$ cat config.mk
export PLATFORM = sky130hd
export DESIGN_NAME = bkp_pwr_seq
export DESIGN_NICKNAME = d
export VERILOG_FILES = /design/src/rtl/bkp_pwr_pkg.sv /design/src/rtl/bkp_sync.sv /design/src/rtl/bkp_edge_det.sv /design/src/rtl/bkp_regs.sv /design/src/rtl/bkp_fsm.sv /design/src/rtl/bkp_pwr_seq.sv
export SDC_FILE = /design/constraint.sdc
export NUM_CORES = 1
export LEC_CHECK = 0
export ABC_AREA = 1
export BUFFER_PORTS_ARGS = -buffer_cell sky130_fd_sc_hd__buf_2
export CORE_ASPECT_RATIO = 1.75
export CORE_MARGIN = 10
export CORE_UTILIZATION = 30
export DETAILED_ROUTE_END_ITERATION = 10
export GPL_TIMING_DRIVEN = 0
export HOLD_SLACK_MARGIN = 0.15
export PLACE_DENSITY = 0.52
export SLEW_MARGIN = 5
export SYNTH_ARGS = -nofsm -noshare
export SYNTH_HDL_FRONTEND = slang
export SYNTH_HIERARCHICAL = 1
export SYNTH_SLANG_ARGS = --single-unit
$ cat constraint.sdc
create_clock -name clk -period 1.3 [get_ports clk]
set_clock_uncertainty 0.05 [all_clocks]
set_input_delay 0.195 -clock clk [delete_from_list [all_inputs] [get_ports clk]]
set_output_delay 0.195 -clock clk [all_outputs]
set_load 0.01 [all_outputs]
$ cat src/rtl/bkp_pwr_pkg.sv
package bkp_pwr_pkg;
  typedef enum logic [1:0] {
    ST_RUN  = 2'd0,
    ST_DOWN = 2'd1,
    ST_WAKE = 2'd2
  } pwr_state_e;

  localparam int unsigned CAUSE_W     = 3;
  localparam int unsigned CAUSE_ALARM = 0;
  localparam int unsigned CAUSE_PIN   = 1;
  localparam int unsigned CAUSE_REL   = 2;

  localparam int unsigned MODE_W      = 3;
  localparam int unsigned MODE_AL_BIT = 2;

  localparam int unsigned REG_CMD   = 0;
  localparam int unsigned REG_MODE  = 1;
  localparam int unsigned REG_CAUSE = 2;
endpackage

$ cat src/rtl/bkp_sync.sv
module bkp_sync #(
  parameter int unsigned STAGES = 2
) (
  input  logic clk,
  input  logic rst,
  input  logic d,
  output logic q
);
  logic [STAGES-1:0] chain;

  always_ff @(posedge clk) begin
    if (rst) chain <= '0;
    else     chain <= {chain[STAGES-2:0], d};
  end

  assign q = chain[STAGES-1];
endmodule

$ cat src/rtl/bkp_edge_det.sv
module bkp_edge_det (
  input  logic       clk,
  input  logic       rst,
  input  logic       lvl,
  input  logic [1:0] sel,
  output logic       hit
);
  logic prev;
  logic rise, fall;

  always_ff @(posedge clk) begin
    if (rst) prev <= 1'b0;
    else     prev <= lvl;
  end

  assign rise = lvl & ~prev;
  assign fall = ~lvl & prev;

  always_comb begin
    unique case (sel)
      2'b01:   hit = rise;
      2'b10:   hit = fall;
      2'b11:   hit = rise | fall;
      default: hit = 1'b0;
    endcase
  end
endmodule

$ cat src/rtl/bkp_regs.sv
module bkp_regs
  import bkp_pwr_pkg::*;
#(
  parameter int unsigned ADDR_W = 2,
  parameter int unsigned DATA_W = 8
) (
  input  logic                clk,
  input  logic                rst,
  input  logic                bus_wr,
  input  logic                bus_rd,
  input  logic [ADDR_W-1:0]   bus_addr,
  input  logic [DATA_W-1:0]   bus_wdata,
  input  logic [CAUSE_W-1:0]  set_cause,
  output logic [DATA_W-1:0]   bus_rdata,
  output logic                shdn_cmd,
  output logic [1:0]          edge_sel,
  output logic                alarm_en
);
  logic [MODE_W-1:0]  mode_q;
  logic [CAUSE_W-1:0] cause_q;
  logic               sel_cmd, sel_mode, sel_cause;

  assign sel_cmd   = (bus_addr == ADDR_W'(REG_CMD));
  assign sel_mode  = (bus_addr == ADDR_W'(REG_MODE));
  assign sel_cause = (bus_addr == ADDR_W'(REG_CAUSE));

  // One-shot command: never stored, so it clears itself
  assign shdn_cmd = bus_wr & sel_cmd & bus_wdata[0];

  always_ff @(posedge clk) begin
    if (rst) begin
      mode_q    <= '0;
      cause_q   <= '0;
      bus_rdata <= '0;
    end else begin
      if (bus_wr && sel_mode) mode_q <= bus_wdata[MODE_W-1:0];
      // A new cause set in the same cycle as a clearing read is kept
      cause_q <= ((bus_rd && sel_cause) ? '0 : cause_q) | set_cause;
      if (bus_rd) begin
        if (sel_mode)       bus_rdata <= DATA_W'(mode_q);
        else if (sel_cause) bus_rdata <= DATA_W'(cause_q);
        else                bus_rdata <= '0;
      end
    end
  end

  assign edge_sel = mode_q[1:0];
  assign alarm_en = mode_q[MODE_AL_BIT];
endmodule

$ cat src/rtl/bkp_fsm.sv
module bkp_fsm
  import bkp_pwr_pkg::*;
(
  input  logic               clk,
  input  logic               rst,
  input  logic               shdn_cmd,
  input  logic               alarm_hit,
  input  logic               pin_hit,
  input  logic               sense_lvl,
  output pwr_state_e         state,
  output logic               shdn_out,
  output logic               rel_hit,
  output logic [CAUSE_W-1:0] set_cause
);
  logic armed;

  // The line must be seen asserted before a low level counts as a release
  assign rel_hit = (state == ST_DOWN) & armed & ~sense_lvl;

  always_comb begin
    set_cause = '0;
    if (state == ST_DOWN) begin
      set_cause[CAUSE_ALARM] = alarm_hit;
      set_cause[CAUSE_PIN]   = pin_hit;
      set_cause[CAUSE_REL]   = rel_hit;
    end
  end

  always_ff @(posedge clk) begin
    if (rst) begin
      state    <= ST_RUN;
      shdn_out <= 1'b0;
      armed    <= 1'b0;
    end else begin
      armed <= (state == ST_DOWN) ? (armed | sense_lvl) : 1'b0;
      unique case (state)
        ST_RUN: if (shdn_cmd) begin
          state    <= ST_DOWN;
          shdn_out <= 1'b1;
        end
        ST_DOWN: if (|set_cause) begin
          state    <= ST_WAKE;
          shdn_out <= 1'b0;
        end
        default: state <= ST_RUN;
      endcase
    end
  end
endmodule

$ cat src/rtl/bkp_pwr_seq.sv
module bkp_pwr_seq
  import bkp_pwr_pkg::*;
#(
  parameter int unsigned ADDR_W      = 2,
  parameter int unsigned DATA_W      = 8,
  parameter int unsigned SYNC_STAGES = 2
) (
  input  logic              clk,
  input  logic              rst,
  input  logic              bus_wr,
  input  logic              bus_rd,
  input  logic [ADDR_W-1:0] bus_addr,
  input  logic [DATA_W-1:0] bus_wdata,
  output logic [DATA_W-1:0] bus_rdata,
  input  logic              alarm_pulse,
  input  logic              wake_pin,
  input  logic              shdn_sense,
  output logic              shdn_out
);
  logic               shdn_cmd, alarm_en, pin_hit, rel_hit;
  logic               pin_s, sense_s;
  logic [1:0]         edge_sel;
  logic [CAUSE_W-1:0] set_cause;
  pwr_state_e         st;

  bkp_regs #(.ADDR_W(ADDR_W), .DATA_W(DATA_W)) u_regs (
    .clk(clk), .rst(rst), .bus_wr(bus_wr), .bus_rd(bus_rd),
    .bus_addr(bus_addr), .bus_wdata(bus_wdata), .set_cause(set_cause),
    .bus_rdata(bus_rdata), .shdn_cmd(shdn_cmd), .edge_sel(edge_sel),
    .alarm_en(alarm_en)
  );

  bkp_sync #(.STAGES(SYNC_STAGES)) u_pin_sync (
    .clk(clk), .rst(rst), .d(wake_pin), .q(pin_s)
  );

  bkp_sync #(.STAGES(SYNC_STAGES)) u_sense_sync (
    .clk(clk), .rst(rst), .d(shdn_sense), .q(sense_s)
  );

  bkp_edge_det u_edge (
    .clk(clk), .rst(rst), .lvl(pin_s), .sel(edge_sel), .hit(pin_hit)
  );

  bkp_fsm u_fsm (
    .clk(clk), .rst(rst), .shdn_cmd(shdn_cmd),
    .alarm_hit(alarm_pulse & alarm_en), .pin_hit(pin_hit),
    .sense_lvl(sense_s), .state(st), .shdn_out(shdn_out),
    .rel_hit(rel_hit), .set_cause(set_cause)
  );
endmodule

Yosys cells after proc, flatten, opt, wreduce, memory -nomap -nowiden

Index checks and enable logic that the tools add are counted.

Input port bits: 17
Output and inout port bits: 9
Bits in registers: 23
Word-level logic and storage cells: 51

Bitwise operators: 14
Equal/unequal tests: 8
Multiplexer cells: 11
Reductions and logical operators: 9

Operators with widths:

| operator                                                         | count |
|---|---|
| 3-bit two-way mux                                                | 3 |
| 8-bit two-way mux                                                | 1 |
| 1-bit AND                                                        | 7 |
| 2-bit by 1-bit == test with 1-bit output (second input constant) | 3 |
| 2-bit == test (second input constant)                            | 3 |
| 2-bit logical NOT                                                | 2 |
| 2-bit two-way mux                                                | 2 |
| 2-bit inequality test (second input constant)                    | 2 |
| 1-bit NOT                                                        | 4 |
| 2-bit case mux with 2 select lines                               | 1 |
| 3-bit OR                                                         | 1 |
| 1-bit case mux with 3 select lines                               | 1 |
| 3-bit AND reduction                                              | 1 |
| 3-bit OR reduction                                               | 1 |
| 1-bit logical AND                                                | 2 |
| 1-bit two-way mux                                                | 2 |
| 1-bit OR                                                         | 2 |
| 1-bit case mux with 2 select lines                               | 1 |
| 2-bit AND reduction                                              | 1 |
| 2-bit nonzero test                                               | 1 |
| 2-bit OR reduction                                               | 1 |

Depth between registers and ports, before layout

Gate-level depths: netlist of run 1.

Depth in word-level cells: 8
Mapped depth: 10
Gate-level depth less buffers: 10

Hierarchy

The synthesis of run 1 kept the hierarchy.

Modules (own cells, without submodules):

| module       | times used | area an instance (um^2) | cells an instance |
|---|---|---|---|
| bkp_regs     | 1          | 437.9                   | 63 |
| bkp_fsm      | 1          | 195.2                   | 28 |
| bkp_sync     | 2          | 55.1                    | 6 |
| bkp_edge_det | 1          | 87.6                    | 13 |
| bkp_pwr_seq  | 1          | 7.5                     | 2 |

Least setup slack after synthesis of run 1

OpenSTA, ideal clock, no wires.

Path kind: register to register
From: register u_pin_sync.chain[1]
To: register u_fsm.state[0]
Path slack: -0.034 ns
Arrival: 1.164 ns
Clock period less this slack: 1.334 ns
Cell stages (with the launch flop): 10
Data required time: 1.130 ns
Setup time: 0.120 ns
Buffers on the path: 0
Path through: dfxtp_1 inv_1 ha_1 inv_1 nand3_1 nand3_1 nor2_1 nand3_2 nand3_1 a21oi_1

Longest elaborated chain between the ends: 8

Ends and longest elaborated chain:

| what                                     | RTL line           | text |
|---|---|---|
| start: declaration                       | bkp_sync.sv:9      | `logic [STAGES-1:0] chain;` |
| start signal: assignment                 | bkp_sync.sv:13     | `else chain <= {chain[STAGES-2:0], d};` |
| 1-bit NOT                                | bkp_edge_det.sv:17 | `assign fall = ~lvl & prev;` |
| 1-bit AND                                | bkp_edge_det.sv:17 |  |
| 1-bit OR                                 | bkp_edge_det.sv:23 | `2'b11: hit = rise \| fall;` |
| 1-bit case mux with 3 select lines *     | bkp_edge_det.sv:20 | `unique case (sel)` |
| named net pin_hit                        | bkp_pwr_seq.sv:20  | `logic shdn_cmd, alarm_en, pin_hit, rel_hit;` |
| 3-bit two-way mux *                      | bkp_fsm.sv:22      | `if (state == ST_DOWN) begin` |
| 3-bit OR reduction *                     | bkp_fsm.sv:41      | `ST_DOWN: if (\|set_cause) begin` |
| 2-bit inequality test (no source line) * | n/a                |  |
| 2-bit AND reduction (no source line) *   | n/a                |  |
| end signal: assignment                   | bkp_fsm.sv:31      | `state <= ST_RUN;` |
| end signal: assignment                   | bkp_fsm.sv:42      | `state <= ST_WAKE;` |
| end signal: assignment                   | bkp_fsm.sv:45      | `default: state <= ST_RUN;` |
| end: declaration                         | bkp_fsm.sv:10      | `output pwr_state_e state,` |

Mark *: on every way through the listed nets, which the timed path passes. The rest lies on a longest branch.
A chain may end at the register's enable or synchronous reset.

Worst setup path after layout of run 1

From: register u_pin_sync.chain[1]
To: register u_fsm.shdn_out

Longest elaborated chain between the ends: 8

Ends and longest elaborated chain:

| what                                     | RTL line           | text |
|---|---|---|
| 1-bit NOT                                | bkp_edge_det.sv:17 |  |
| 1-bit AND                                | bkp_edge_det.sv:17 |  |
| 1-bit OR                                 | bkp_edge_det.sv:23 |  |
| 1-bit case mux with 3 select lines *     | bkp_edge_det.sv:20 |  |
| named net pin_hit                        | bkp_pwr_seq.sv:20  |  |
| 3-bit two-way mux *                      | bkp_fsm.sv:22      |  |
| 3-bit OR reduction *                     | bkp_fsm.sv:41      |  |
| 2-bit inequality test (no source line) * | n/a                |  |
| 3-bit AND reduction (no source line) *   | n/a                |  |
| end signal: assignment                   | bkp_fsm.sv:32      | `shdn_out <= 1'b0;` |
| end signal: assignment                   | bkp_fsm.sv:39      | `shdn_out <= 1'b1;` |
| end signal: assignment                   | bkp_fsm.sv:43      | `shdn_out <= 1'b0;` |
| end: declaration                         | bkp_fsm.sv:11      | `output logic shdn_out,` |

Marked as above.

==> flow_summary.yaml, run 1 <==
outcome:
  status: "finished, violations left"
  failed_checks: "setup timing"
global_route:
  grt_max_degree: 16
  grt-ovfl-total: 0
  grt_pass1_wl_um: 2980
  grt_pass1_vias: 718
  antenna_found_initial: 0
  grt_use_total: 0.0698
pwr:
  irDropWorstVdd_mv: 0.507
  leakage_nw: 0.536
  power_density_nw_per_um2: 1160
sta:
  tns_ns: -0.111
  final_max_slew_viol_count: 0
  rsz0062_at_grt: "yes"
  setup_ws_ns: -0.0680
  min_period_ns: 1.37
  setup_viol: 2
  hold_viol: 0
  timing.fmax_mhz: 731
  finalCritPeriodShare: 1.05
final_layout:
  synthToLayoutAreaGrowth_pct: 27.1
  layout-drive-gt1-share: 0.291
  finalNetCount: 161
  antenna_cells: 0
  post-route-cell-area_sq_um: 1060
critical_path:
  cpPeakStageDelay_ns: 0.34
  critPathKind: "register to register"
  cp-start-kind: "register"
  cpMaxStageDelayCell: "dfxtp_2"
  cp.required_ns: 1.44
  critical_path.top_delay_family: "simple AND/OR/NAND/NOR gates"
  crit_fanout: 4
  cp.buffers_inverters: 2
  end_kind: "register"
  crit_chain: "inv_2 -> ha_4 -> inv_2 -> nand3_2 -> nand3_2 -> nor2_2 -> nand3_2 -> nand2_1 -> nand2_1 -> a21oi_2"
  critical_path_arrival_ns: 1.51
  cp_common_cell: "nand3_2"
clock_network:
  post_cts_buffers: 0
  cts_sinks: 18
  cts_buffers: 3
  clk_pin_slew_ns: 0.07
  clk_latency_ns: 0.25
  h-tree-depth: 1
  cts_buffer_depth: 2
  cts_tree: "done"
  cts-root-buf: "clkbuf_8"
placed_design:
  port_buffers: 14
  dp_hpwl_um: 1410
  pre_cts_ws_ns: -0.126
  place_area_sq_um: 982
  gp_congestion: 0.784
die:
  initial_utilization: 0.310
  die-area_sq_um: 5370
  std_cell_rows: 25
  io_pins: 26
  die_y_um: 89.8
  core_sq_um: 2690
  die_w_um: 59.9
synthesis:
  synthCells: 117
  ys_warn_count: 6
  syn_area_sq_um: 835
  avgSynthCellArea_sq_um: 7.13
job:
  cap_viol_max_count: 0
routing:
  first_pass_iters: 4
  drt-vias-per-instance: 4.30
  initialDrtViolationCount: 11
  wl_per_cell_um: 10.4
  ant_nets: 0
  num_vias: 723
  wirelength_um: 1750
  route.detailed.drc: 0
worst_hold_path:
  hp-class: "input port to register"
==> tightest hold or removal path, stage by stage <==
cell and delay, ns:
buf_2 0.10, nand3_1 0.07, a21oi_1 0.06
==> through the flow <==
| stage | util | instances | hold slack, ns | power, mW |
|---|---|---|---|---|
| 4_1_cts | 0.394 | 168 | 0.160 | 1.25 |
| 3_5_place_dp | 0.365 | 162 | 0.343 | 0.786 |
| 2_1_floorplan | - | 121 | 0.207 | 0.732 |
| 5_1_grt | 0.394 | 168 | 0.158 | 1.30 |
| 3_3_place_gp | 0.365 | 162 | 0.332 | 0.780 |
| 6_report | 0.394 | 168 | 0.164 | 1.23 |
==> final cells by class <==
cell class                      count  area (sq um)
Clock buffer                        4          55.1
Timing Repair Buffer               16          90.1
Buffer                              6          42.5
Inverter                           25          93.8
Tap cell                           27          33.8
Multi-Input combinational cell     72           383
Fill cell                         300          1630
Sequential cell                    18           363
==> cell usage in the layout, fill, tap and decap left out, drive strengths merged <==
cell / count
inv: 25
nand2: 22
buf: 20
dfxtp: 18
nor2: 17
nand3: 13
a21oi: 8
conb: 5
clkbuf: 4
nand4: 3
dlygate4sd3: 2
ha: 2
o21a: 1
nor3: 1
==> registers in the layout (all words and copies together) (netlist names) <==
register and count:
u_sense_sync/chain 2, u_regs/mode_q 3, u_regs/bus_rdata 3, u_pin_sync/chain 2
u_edge/prev 1, u_fsm/armed 1, u_regs/cause_q 3, u_fsm/shdn_out 1
u_fsm/state 2
==> what timing repair did <==
item / in CTS / in global routing
pin swaps: 4 / 1
hold endpoints to repair: 2 / 0
hold buffers: 2 / 0
setup endpoints to repair: 3 / 3
resized for setup: 2 / 0
==> final timing paths <==
check / slack (ns) / to / cells after the start / start
setup / recovery: -0.07 / u_fsm/shdn_out / 10 / u_pin_sync/chain[1]
setup reg to reg: -0.07 / u_fsm/shdn_out / 10 / u_pin_sync/chain[1]
hold / removal: 0.16 / u_regs/mode_q[2] / 3 / bus_wdata[2]
hold reg to reg: 0.35 / u_pin_sync/chain[1] / 2 / u_pin_sync/chain[0]
==> metal layers <==
| metal | vias to the layer above | global-route usage | wire, um |
|---|---|---|---|
| met1 | 310 | 0.0569 | 604 |
| met2 | 13 | 0.127 | 975 |
| met5 | - | 0 | 0 |
| met4 | 0 | 0.0451 | 32 |
| met3 | 4 | 0.0268 | 135 |
| li1 | 396 | - | - |
==> where the power goes <==
| part | internal [mW] | switching (mW) | leakage [nW] |
|---|---|---|---|
| clock | 0.269 | 0.184 | 0.0288 |
| sequential | 0.580 | 0.0171 | 0.147 |
| combinational | 0.0741 | 0.108 | 0.360 |
| total | 0.923 | 0.309 | 0.536 |
(Power assumes the default switching activity.)
==> inputs of run 2 (changes only) <==
--- a/config.mk
+++ b/config.mk
@@ -5,15 +5,14 @@
 export SDC_FILE = /design/constraint.sdc
 export NUM_CORES = 1
 export LEC_CHECK = 0
-export ABC_AREA = 1
-export BUFFER_PORTS_ARGS = -buffer_cell sky130_fd_sc_hd__buf_2
+export BUFFER_PORTS_ARGS = -buffer_cell sky130_fd_sc_hd__buf_4
 export CORE_ASPECT_RATIO = 1.75
 export CORE_MARGIN = 10
 export CORE_UTILIZATION = 30
 export DETAILED_ROUTE_END_ITERATION = 10
 export GPL_TIMING_DRIVEN = 0
 export HOLD_SLACK_MARGIN = 0.15
-export PLACE_DENSITY = 0.52
+export PLACE_DENSITY = 0.53
 export SLEW_MARGIN = 5
 export SYNTH_ARGS = -nofsm -noshare
 export SYNTH_HDL_FRONTEND = slang
==> run 2 against run 1 <==
  * The flow still finishes with violations (setup timing)
  * Synthesized area down 5.7%
  * Sequential share of layout area shrank 1.1 points
  * Total power fell by 5.5%
  * Combinational power is 26% lower
  * Worst hold slack got worse by 0.0099 ns
  * Critical path type unchanged
  * Largest cell class unchanged
  * Largest power group unchanged
  * Highest routed layer is now met3
==> flow_summary.yaml, run 2 <==
critical_path:
  end_kind: "register"
  critPathKind: "register to register"
  crit_fanout: 2
  cpMaxStageDelayCell: "dfxtp_4"
  worstSetupStartpoint: "u_edge/prev"
  r2r_start: "u_edge/prev"
  cp_common_cell: "o21ai_2"
  cp.required_ns: 1.40
  cpPeakStageDelay_ns: 0.37
  cp-start-kind: "register"
  crit_chain: "inv_2 -> ha_2 -> nor2b_4 -> o21ai_2 -> o21ai_2 -> nor2_2 -> o21ai_2 -> a2111oi_2"
  critical_path_arrival_ns: 1.61
final_layout:
  stdcell_count: 142
  finalNetCount: 136
  antenna_cells: 0
  post-route-cell-area_sq_um: 1100
  layout_common_cells: "buf_4 (22), dfxtp_1 (16), nor2_1 (10)"
  synthToLayoutAreaGrowth_pct: 40.2
  layout-drive-gt1-share: 0.414
  regArea_sq_um: 365
  fillers: 260
  largest_registers: "u_regs/bus_rdata x3, u_regs/cause_q x3, u_regs/mode_q x3"
  multi_input_area_sq_um: 425
  layout_commonest_cell: "buf_4"
die:
  die-area_sq_um: 5150
  initial_utilization: 0.316
  io_pins: 26
  std_cell_rows: 24
  die_y_um: 87.8
  core_sq_um: 2490
  die_w_um: 58.7
sta:
  finalCritPeriodShare: 1.16
  min_period_ns: 1.51
  final_max_slew_viol_count: 0
  hold_viol: 0
  setup_viol: 4
  rsz0062_at_grt: "yes"
  setup_ws_ns: -0.205
  timing.fmax_mhz: 664
clock_network:
  clk_latency_ns: 0.25
  clk_pin_slew_ns: 0.07
  cts_sinks: 18
  cts_buffers: 3
  h-tree-depth: 1
  cts-root-buf: "clkbuf_8"
  cts_buffer_depth: 2
  cts_tree: "done"
placed_design:
  dp_hpwl_um: 1340
  pre_cts_ws_ns: -0.217
  gp_congestion: 0.726
  port_buffers: 15
  place_area_sq_um: 948
  place_inst: 132
routing:
  wirelength_um: 1730
  initialDrtViolationCount: 6
  ant_nets: 0
  route.detailed.drc: 0
  wl_per_cell_um: 12.2
  first_pass_iters: 4
  num_vias: 658
  drt-vias-per-instance: 4.63
global_route:
  grt_pass1_vias: 713
  grt_max_degree: 11
  grt-ovfl-total: 0
  grt_use_total: 0.0748
  grt_pass1_wl_um: 3130
  antenna_found_initial: 0
pwr:
  leakage_nw: 0.448
  irDropWorstVdd_mv: 0.933
  power_density_nw_per_um2: 1050
  power_mw: 1.16
job:
  cap_viol_max_count: 0
worst_hold_path:
  hp-class: "input port to register"
  hold_start: "bus_wdata[2]"
synthesis:
  ys_warn_count: 6
  syn_area_sq_um: 787
  avgSynthCellArea_sq_um: 9.05
  synthCells: 87
outcome:
  failed_checks: "setup timing"
  status: "finished, violations left"
-- run 2: report_power, final --
group / switching, mW / internal (mW) / leakage, nW
clock network: 0.182 / 0.269 / 0.0288
logic: 0.0592 / 0.0757 / 0.272
registers: 0.0114 / 0.567 / 0.148
total: 0.252 / 0.911 / 0.448
-- run 2: critical path, delay by kind of cell (launching register included) --
family / cells / cell delay [ns]
AOI/OAI and AO/OA: 4 / 0.58
DFF: 1 / 0.37
and+or+nand+nor: 2 / 0.24
adders and majority gates: 1 / 0.15
buffers and inverters: 1 / 0.03
-- run 2: cell type report --
class                   instances  area share
clock buffers                   4      0.0499
inverters                       4      0.0136
plain buffers                   6      0.0385
flip-flops and latches         18       0.331
repair buffers                 21       0.152
well taps                      26      0.0295
multi-input cells              63       0.385
-- run 2: per-layer routing --
layer / share of wire / vias up / GRT usage
li1: - / 341 / -
met4: 0 / 0 / 0.0252
met3: 0.078 / 0 / 0.0290
met1: 0.40 / 298 / 0.0745
met5: 0 / - / 0
met2: 0.52 / 19 / 0.136
-- run 2: worst paths after layout --
| check | endpoint | slack, ns | cells past startpoint |
|---|---|---|---|
| max | u_fsm/shdn_out | -0.21 | 8 |
| min | u_regs/mode_q[2] | 0.15 | 3 |
| max reg2reg | u_fsm/shdn_out | -0.21 | 8 |
| min reg2reg | u_sense_sync/chain[1] | 0.39 | 1 |
-- run 2: per-stage QoR --
step	hold slack, ns	utilization	setup TNS, ns
after floorplan	0.209	-	-0.112
after global placement	0.355	0.381	-0.361
after detailed placement	0.363	0.381	-0.453
after CTS	0.156	0.428	-0.766
after global routing	0.174	0.443	-1.09
final	0.154	0.443	-0.657
-- run 2: repair_timing --
item,CTS,global route
pin swaps,1,0
hold endpoints to repair,9,0
cloned,0,0
endpoints found under the setup margin,4,12
resized for setup,4,9
hold buffers,4,0
setup buffers,2,0
